$ cat src/rtl/sdac_pkg.sv
package sdac_pkg;

    typedef struct packed {
        logic csn;
        logic sclk;
        logic sdi;
    } pins_t;

    localparam pins_t PINS_IDLE = '{csn: 1'b1, sclk: 1'b0, sdi: 1'b0};

    typedef struct packed {
        logic sclk_rise;
        logic sclk_fall;
        logic cs_rise;
        logic cs_fall;
        logic sel;
        logic sdi;
    } evt_t;

endpackage

$ cat src/rtl/sdac_sync.sv
module sdac_sync
    import sdac_pkg::*;
#(
    parameter int STAGES = 2
) (
    input  logic  clk,
    input  logic  rst_n,
    input  pins_t pins_i,
    output pins_t pins_o
);
    pins_t stage_d [STAGES];
    pins_t stage_q [STAGES];

    always_comb begin
        stage_d[0] = pins_i;
        for (int i = 1; i < STAGES; i++) begin
            stage_d[i] = stage_q[i-1];
        end
    end

    always_ff @(posedge clk or negedge rst_n) begin
        if (!rst_n) begin
            for (int i = 0; i < STAGES; i++) stage_q[i] <= PINS_IDLE;
        end else begin
            for (int i = 0; i < STAGES; i++) stage_q[i] <= stage_d[i];
        end
    end

    assign pins_o = stage_q[STAGES-1];
endmodule

$ cat src/rtl/sdac_edge.sv
module sdac_edge
    import sdac_pkg::*;
(
    input  logic  clk,
    input  logic  rst_n,
    input  pins_t now_i,
    output evt_t  evt_o
);
    pins_t prev_d, prev_q;

    always_comb begin
        prev_d          = now_i;
        evt_o.sclk_rise = now_i.sclk & ~prev_q.sclk;
        evt_o.sclk_fall = ~now_i.sclk & prev_q.sclk;
        evt_o.cs_rise   = now_i.csn & ~prev_q.csn;
        evt_o.cs_fall   = ~now_i.csn & prev_q.csn;
        evt_o.sel       = ~prev_q.csn;
        evt_o.sdi       = now_i.sdi;
    end

    always_ff @(posedge clk or negedge rst_n) begin
        if (!rst_n) prev_q <= PINS_IDLE;
        else        prev_q <= prev_d;
    end
endmodule

$ cat src/rtl/sdac_shift.sv
module sdac_shift
    import sdac_pkg::*;
#(
    parameter int FRAME_W = 16,
    parameter int SHORT_W = 12,
    parameter int CNT_W   = 6
) (
    input  logic               clk,
    input  logic               rst_n,
    input  evt_t               evt_i,
    output logic [SHORT_W-1:0] win_o,
    output logic [CNT_W-1:0]   cnt_o,
    output logic               sdo_o
);
    localparam logic [CNT_W-1:0] CNT_MAX = {CNT_W{1'b1}};

    typedef struct packed {
        logic [FRAME_W-1:0] sr;
        logic [CNT_W-1:0]   cnt;
        logic               spill;
        logic               sdo;
    } state_t;

    state_t st_d, st_q;

    always_comb begin
        st_d = st_q;
        if (evt_i.cs_fall) st_d.cnt = '0;
        if (evt_i.sclk_rise && evt_i.sel) begin
            st_d.sr    = {st_q.sr[FRAME_W-2:0], evt_i.sdi};
            st_d.spill = st_q.sr[FRAME_W-1];
            if (st_q.cnt != CNT_MAX) st_d.cnt = st_q.cnt + 1'b1;
        end
        if (evt_i.sclk_fall && evt_i.sel) st_d.sdo = st_q.spill;
    end

    always_ff @(posedge clk or negedge rst_n) begin
        if (!rst_n) st_q <= '0;
        else        st_q <= st_d;
    end

    // the latch sees this cycle's shift
    assign win_o = st_d.sr[SHORT_W-1:0];
    assign cnt_o = st_d.cnt;
    assign sdo_o = st_q.sdo;

    a_r8_sdo_moves_on_fall: assert property (@(posedge clk) disable iff (!rst_n)
        !$stable(st_q.sdo) |-> $past(evt_i.sclk_fall && evt_i.sel));

    a_r5_idle_no_shift: assert property (@(posedge clk) disable iff (!rst_n)
        (evt_i.sclk_rise && !evt_i.sel) |=> $stable(st_q.sr));

    a_r5_idle_no_count: assert property (@(posedge clk) disable iff (!rst_n)
        (!evt_i.sel && !evt_i.cs_fall) |=> $stable(st_q.cnt));
endmodule

$ cat src/rtl/sdac_latch.sv
module sdac_latch #(
    parameter int CODE_W  = 10,
    parameter int SUB_W   = 2,
    parameter int FRAME_W = 16,
    parameter int CNT_W   = 6
) (
    input  logic                      clk,
    input  logic                      rst_n,
    input  logic                      cs_rise_i,
    input  logic [CODE_W+SUB_W-1:0]   win_i,
    input  logic [CNT_W-1:0]          cnt_i,
    output logic [CODE_W-1:0]         code_o,
    output logic                      load_o,
    output logic                      err_o
);
    localparam int SHORT_W = CODE_W + SUB_W;

    typedef struct packed {
        logic [CODE_W-1:0] code;
        logic              load;
        logic              err;
    } state_t;

    state_t st_d, st_q;

    always_comb begin
        st_d      = st_q;
        st_d.load = 1'b0;
        if (cs_rise_i) begin
            st_d.code = win_i[SHORT_W-1:SUB_W];
            st_d.load = 1'b1;
            st_d.err  = (cnt_i != CNT_W'(SHORT_W)) && (cnt_i != CNT_W'(FRAME_W));
        end
    end

    always_ff @(posedge clk or negedge rst_n) begin
        if (!rst_n) st_q <= '0;
        else        st_q <= st_d;
    end

    assign code_o = st_q.code;
    assign load_o = st_q.load;
    assign err_o  = st_q.err;

    a_r6_code_needs_load: assert property (@(posedge clk) disable iff (!rst_n)
        !$stable(st_q.code) |-> st_q.load);

    a_r6_load_single: assert property (@(posedge clk) disable iff (!rst_n)
        st_q.load |=> !st_q.load);

    a_r7_err_needs_load: assert property (@(posedge clk) disable iff (!rst_n)
        !$stable(st_q.err) |-> st_q.load);
endmodule

$ cat src/rtl/sdac_frontend.sv
module sdac_frontend
    import sdac_pkg::*;
#(
    parameter int CODE_W      = 10,
    parameter int SUB_W       = 2,
    parameter int FRAME_W     = 16,
    parameter int SYNC_STAGES = 2
) (
    input  logic              clk,
    input  logic              rst_n,
    input  logic              sclk_i,
    input  logic              sdi_i,
    input  logic              csn_i,
    output logic              sdo_o,
    output logic [CODE_W-1:0] code_o,
    output logic              load_o,
    output logic              frame_err_o
);
    localparam int SHORT_W = CODE_W + SUB_W;
    localparam int CNT_W   = $clog2(FRAME_W + 1) + 1;

    pins_t                raw_pins, sync_pins;
    evt_t                 evt;
    logic [SHORT_W-1:0]   win;
    logic [CNT_W-1:0]     cnt;

    assign raw_pins = '{csn: csn_i, sclk: sclk_i, sdi: sdi_i};

    sdac_sync #(.STAGES(SYNC_STAGES)) i_sync (
        .clk(clk), .rst_n(rst_n), .pins_i(raw_pins), .pins_o(sync_pins)
    );

    sdac_edge i_edge (
        .clk(clk), .rst_n(rst_n), .now_i(sync_pins), .evt_o(evt)
    );

    sdac_shift #(.FRAME_W(FRAME_W), .SHORT_W(SHORT_W), .CNT_W(CNT_W)) i_shift (
        .clk(clk), .rst_n(rst_n), .evt_i(evt),
        .win_o(win), .cnt_o(cnt), .sdo_o(sdo_o)
    );

    sdac_latch #(.CODE_W(CODE_W), .SUB_W(SUB_W), .FRAME_W(FRAME_W), .CNT_W(CNT_W)) i_latch (
        .clk(clk), .rst_n(rst_n), .cs_rise_i(evt.cs_rise),
        .win_i(win), .cnt_i(cnt),
        .code_o(code_o), .load_o(load_o), .err_o(frame_err_o)
    );
endmodule

$ cat config.mk
export PLATFORM = sky130hd
export DESIGN_NAME = sdac_frontend
export DESIGN_NICKNAME = d
export VERILOG_FILES = /design/src/rtl/sdac_pkg.sv /design/src/rtl/sdac_sync.sv /design/src/rtl/sdac_edge.sv /design/src/rtl/sdac_shift.sv /design/src/rtl/sdac_latch.sv /design/src/rtl/sdac_frontend.sv
export SDC_FILE = /design/constraint.sdc
export NUM_CORES = 1
export LEC_CHECK = 0
export CORE_ASPECT_RATIO = 1.25
export CORE_MARGIN = 2
export CORE_UTILIZATION = 37
export CTS_CLUSTER_DIAMETER = 60
export CTS_CLUSTER_SIZE = 28
export DETAILED_ROUTE_END_ITERATION = 6
export GPL_TIMING_DRIVEN = 0
export PLACE_DENSITY = 0.67
export SYNTH_ARGS = -nofsm -noshare
export SYNTH_HDL_FRONTEND = slang
export SYNTH_SLANG_ARGS = --single-unit
$ cat constraint.sdc
create_clock -name clk -period 1.7 [get_ports clk]
set_input_delay 0.255 -clock clk [delete_from_list [all_inputs] [get_ports clk]]
set_output_delay 0.255 -clock clk [all_outputs]
set_load 0.01 [all_outputs]
# After elaboration in Yosys (flattened, before gate mapping)
# Cells that the tools add are included.
[op_classes]
n_bitwise = 8
n_reduce_logical = 3
n_eq_ne = 3
addsub = 1
mux = 4
[ops]
columns = ["cell", "n"]
rows = [
  ["$mux 19", 1],
  ["$mux 6", 2],
  ["$add 6x1->6 const B", 1],
  ["$ne 6x4->1 const B", 1],
  ["$ne 6x5->1 const B", 1],
  ["$ne 6x6->1 const B", 1],
  ["$and 1x1->1", 4],
  ["$not 1->1", 4],
  ["$logic_and 1x1->1", 3],
  ["$mux 2", 1],
]
[word_totals]
out_inout_bits = 13
elab_cells = 35
regBits = 44

# Logic depth before layout (Yosys ltp)
[depth]
ltp_word = 8
mapped_depth = 7
ltp_nobuf = 7

# Cells and area by module
# A second synthesis with hierarchy kept.
[unflattened]
cells_unflattened = 119
area_unflattened_um2 = 1774.2
[by_module_without_submodules]
columns = ["mod", "cells_per_inst", "seq_area_each_um2", "area_per_inst_um2", "instances"]
rows = [
  ["sdac_shift", 76, 600.6, 1043.5, 1],
  ["sdac_latch", 29, 300.3, 485.5, 1],
  ["sdac_sync", 6, 152.6, 152.6, 1],
  ["sdac_edge", 8, 51.3, 92.6, 1],
]

# Least setup slack after synthesis
# No wires, ideal clock.
[synth_timing]
path_kind = "flip-flop to flip-flop"
from = "register i_edge.prev_q[2] (netlist bit)"
to = "register i_latch.st_q, in the netlist i_latch.err_o"
setup_time_ps = 127
required_ps = 1573
path_stages_with_launch = 7
synth_period_minus_slack_ps = 1629
path_slack_ps = 71
arrival_ps = 1502
path_cell_list = "dfstp_2 > or3b_4 > o311ai_4 > o31ai_4 > nand2b_1 > mux2i_1 > a21oi_1"
[synth_between]
elab_chain_len = 6
[synth_lines]
columns = ["item", "line", "rtl"]
rows = [
  ["start, declared", "sdac_edge.sv:9", "pins_t prev_d, prev_q;"],
  ["start signal, assigned", "sdac_edge.sv:23", "else prev_q <= prev_d;"],
  ["$and 1x1->1", "sdac_edge.sv:16", "evt_o.cs_fall = ~now_i.csn & prev_q.csn;"],
  ["$mux 6", "sdac_shift.sv:28", "if (evt_i.cs_fall) st_d.cnt = '0;"],
  ["$mux 6", "sdac_shift.sv:32", "if (st_q.cnt != CNT_MAX) st_d.cnt = st_q.cnt + 1'b1;"],
  ["$mux 19 (*)", "sdac_shift.sv:29", "if (evt_i.sclk_rise && evt_i.sel) begin"],
  ["via cnt[4]", "sdac_frontend.sv:25", "logic [CNT_W-1:0] cnt;"],
  ["$ne 6x4->1 or $ne 6x5->1 (tied branches)", "sdac_latch.sv:32", "st_d.err = (cnt_i != CNT_W'(SHORT_W)) && (cnt_i != CNT_W'(FRAME_W));"],
  ["$logic_and 1x1->1 (*)", "sdac_latch.sv:32", ""],
  ["end signal, assigned", "sdac_latch.sv:38", "else st_q <= st_d;"],
  ["end, declared", "sdac_latch.sv:24", "state_t st_d, st_q;"],
]
# Mark *: on every way through the listed nets, which the timed path passes. The rest lies on a longest branch.
# A chain may end at the register's enable or synchronous reset.

# Worst setup path after layout
[layout_timing]
from = "register i_edge.prev_q[2] (netlist bit)"
to = "register i_latch.st_q, in the netlist i_latch.err_o"
[layout_between]
elab_chain_len = 6
[layout_lines]
columns = ["item", "line"]
rows = [
  ["$and 1x1->1", "sdac_edge.sv:16"],
  ["$mux 6", "sdac_shift.sv:28"],
  ["$mux 6", "sdac_shift.sv:32"],
  ["$mux 19", "sdac_shift.sv:29"],
  ["$ne 6x4->1 or $ne 6x5->1 (tied branches)", "sdac_latch.sv:32"],
  ["$logic_and 1x1->1", "sdac_latch.sv:32"],
]
# Several ways; a longest one is shown, not always the timed one.

==> metrics.txt <==
crit path buf inv count 1; reg2reg setup slack 0.02 ps; Async SR Flop Fraction 100%; cell repeated most along the worst path a21oi_1; Worst path slowest cell or3b_4; Leakage 1.10 nW; num ports 18; Critical Path Start i_edge.prev_q[2]$_DFF_PN1_; overall routed net length 3180 um; Port Buffer Count 17; vias per inst 4.65; Fin. Hold Viols 0; Site Rows 28; endpoints failing setup 0; synth unique cells 30; Net Count, Synth 181; RSZ-0062 raised after global routing yes; CTS Sinks 44; post-synthesis instance area 1770 um2; CTS Buf Count 5; GRT Total Usage 13.9%; Highest Signal Layer met4; DR iter-0 viols 55; Yosys warnings 0; Worst Setup End Kind flop; clock root buffer clkbuf_8; skew final 14.4 ps; diode count 0; crit path cell chain or3b_4 > buf_12 > nor2_8 > and4_1 > a21oi_1 > nor3_2 > a21oi_1; Worst Path Required 1890 ps; Slew headroom 68.6%; crit share post-route 100%; status complete, no violations; first-pass GRT wire length 5630 um; Max Cap Viol 0; delay of the slowest cell on the worst path 440 ps; Tightest Hold Check Type input pin to async pin; min cycle time layout 1700 ps; slew of the pin with the lowest slew margin 471 ps; nets 209; DR pass1 iterations 4; WL/cell 12.1 um; H-Tree Depth 2; final-report max-slew violation count 0; family with the most delay on the worst path simple AND/OR/NAND/NOR gates; routed length on met1 1480 um; vias in the first global route 1,222; met3 WL 86 um; crit path max fanout 10; Final ANT Viol Nets 0; Area Overhead vs Synth 25.2%; Hold WS 317 ps; gpl congestion 0.903; Place WS -201 ps; core area 4660 um2; DRC 0; DIE HEIGHT 81.3 um; maximum vdd ir drop 0.000758 V; die area 5360 um2; Clock Tree Buf Depth 2; Synth Flop Type dfrtp_1; initial core utilization 38.0%; commonest non-fill, non-tap cell in the layout nand2_1; wire length on met2 1590 um; cell count after synthesis 175; Worst Slack Setup Final 0.0213 ps; reg2reg end i_latch.err_o$_DFFE_PN0P_; GRT overflow 0; most frequent cells in the layout nand2_1, dfrtp_1, clkdlybuf4s50_1; Crit Path Class flop to flop; Die Wd 65.9 um; PwrDens 1070 nW/um2; worst path arrival time 1890 ps; initial antenna violation count 0; dpl hpwl 2150 um; CTS tree yes; Post-synth EDFFs 0; Avg Cell Area, Syn 10.1 um2; Worst setup SP type flop; clk_lat worst skew 290 ps; register area share after synthesis 62.4%; vias after detailed routing 1,228; upper clock frequency limit 588 MHz; fraction of layout cells with a size suffix above 1 15.2%; Critical R2R Launch i_edge.prev_q[2]$_DFF_PN1_; #FFs+latches synth 44; Worst-path clk slew 90 ps; pin count of the biggest net entering global routing 41; Reg2Reg Depth 7
==> worst max path at each step <==
stage | endpoint | cells past startpoint | slack [ps]
after global routing | i_latch.err_o$_DFFE_PN0P_ | 7 | -130
after CTS | i_latch.err_o$_DFFE_PN0P_ | 7 | -10
after global placement | i_latch.code_o[5]$_DFFE_PN0P_ | 1 | -790
after floorplan | i_latch.err_o$_DFFE_PN0P_ | 6 | 70
after detailed placement | i_latch.err_o$_DFFE_PN0P_ | 7 | -200
final | i_latch.err_o$_DFFE_PN0P_ | 7 | 0.02
==> registers in the layout (all words and copies together), names as in the netlist <==
name / cells
i_edge.prev_q: 2
i_sync.stage_d: 3
i_latch.code_o: 10
i_shift.sdo_o: 1
i_latch.load_o: 1
i_shift.st_q: 23
i_latch.err_o: 1
i_sync.pins_o: 3
==> area by class of cell <==
type,instances,area (um2)
Sequential cell,44,1100
Clock buffer,7,96.3
Clock inverter,1,30.0
Tap cell,60,75.1
Timing Repair Buffer,21,210
Buffer,6,43.8
Multi-Input combinational cell,123,649
Fill cell,438,2440
Inverter,2,7.51
==> layer usage <==
layer  GRT usage (%)  vias to the layer above
met1            18.6                      588
met3            3.32                        4
met2            21.8                       19
met5               0                        -
li1                -                      617
met4            5.63                        0
==> kinds of logic after synthesis <==
| kind of cell | share of synthesized area (%) |
|---|---|
| adders and majority gates | 0.707 |
| muxes | 1.77 |
| AOI/OAI and AO/OA | 6.64 |
| xor gates and xnor gates | 0.495 |
| and+or+nand+nor | 25.6 |
| DFF | 62.4 |
| buffers and inverters | 2.40 |
==> Yosys cell counts (all sizes together), types with 2 or more instances <==
cell type | number | share of area [%]
nand2b | 4 | 1.4
nand3 | 5 | 1.4
dfstp | 3 | 4.5
dfrtp | 41 | 58
o21ai | 5 | 1.4
nand2 | 85 | 18
a21oi | 5 | 1.6
nor3b | 3 | 1.3
mux2i | 2 | 1.1
nor2 | 3 | 1.7
buf | 3 | 1.3
clkbuf | 3 | 0.64
inv | 2 | 0.42
==> timing repair <==
item,4_1_cts,5_1_grt
endpoints found under the setup margin,1,4
gates resized for setup,7,2
hold endpoints to repair,4,0
pin swaps,1,0
buffers inserted,2,0
hold buffers,1,0
==> power breakdown <==
part	switching, W	internal, W	total (W)	leakage [nW]
Sequential	0.0000569	0.00115	0.00121	0.576
Combinational	0.000155	0.000144	0.000299	0.464
Clock	0.000338	0.000518	0.000857	0.0645
Total	0.000550	0.00182	0.00237	1.10
==> through the flow <==
step / instance area, um2 / power [W] / setup TNS (ps) / cells / util, %
floorplan: 1770 / 0.00137 / 0 / 175 / -
global placement: 2020 / 0.00151 / -33420 / 252 / 43.3
detailed placement: 2030 / 0.00152 / -201 / 253 / 43.6
CTS: 2210 / 0.00239 / -9.69 / 264 / 47.4
global route: 2220 / 0.00249 / -462 / 264 / 47.6
finish: 2220 / 0.00237 / 0 / 264 / 47.6
(Power assumes the default switching activity.)
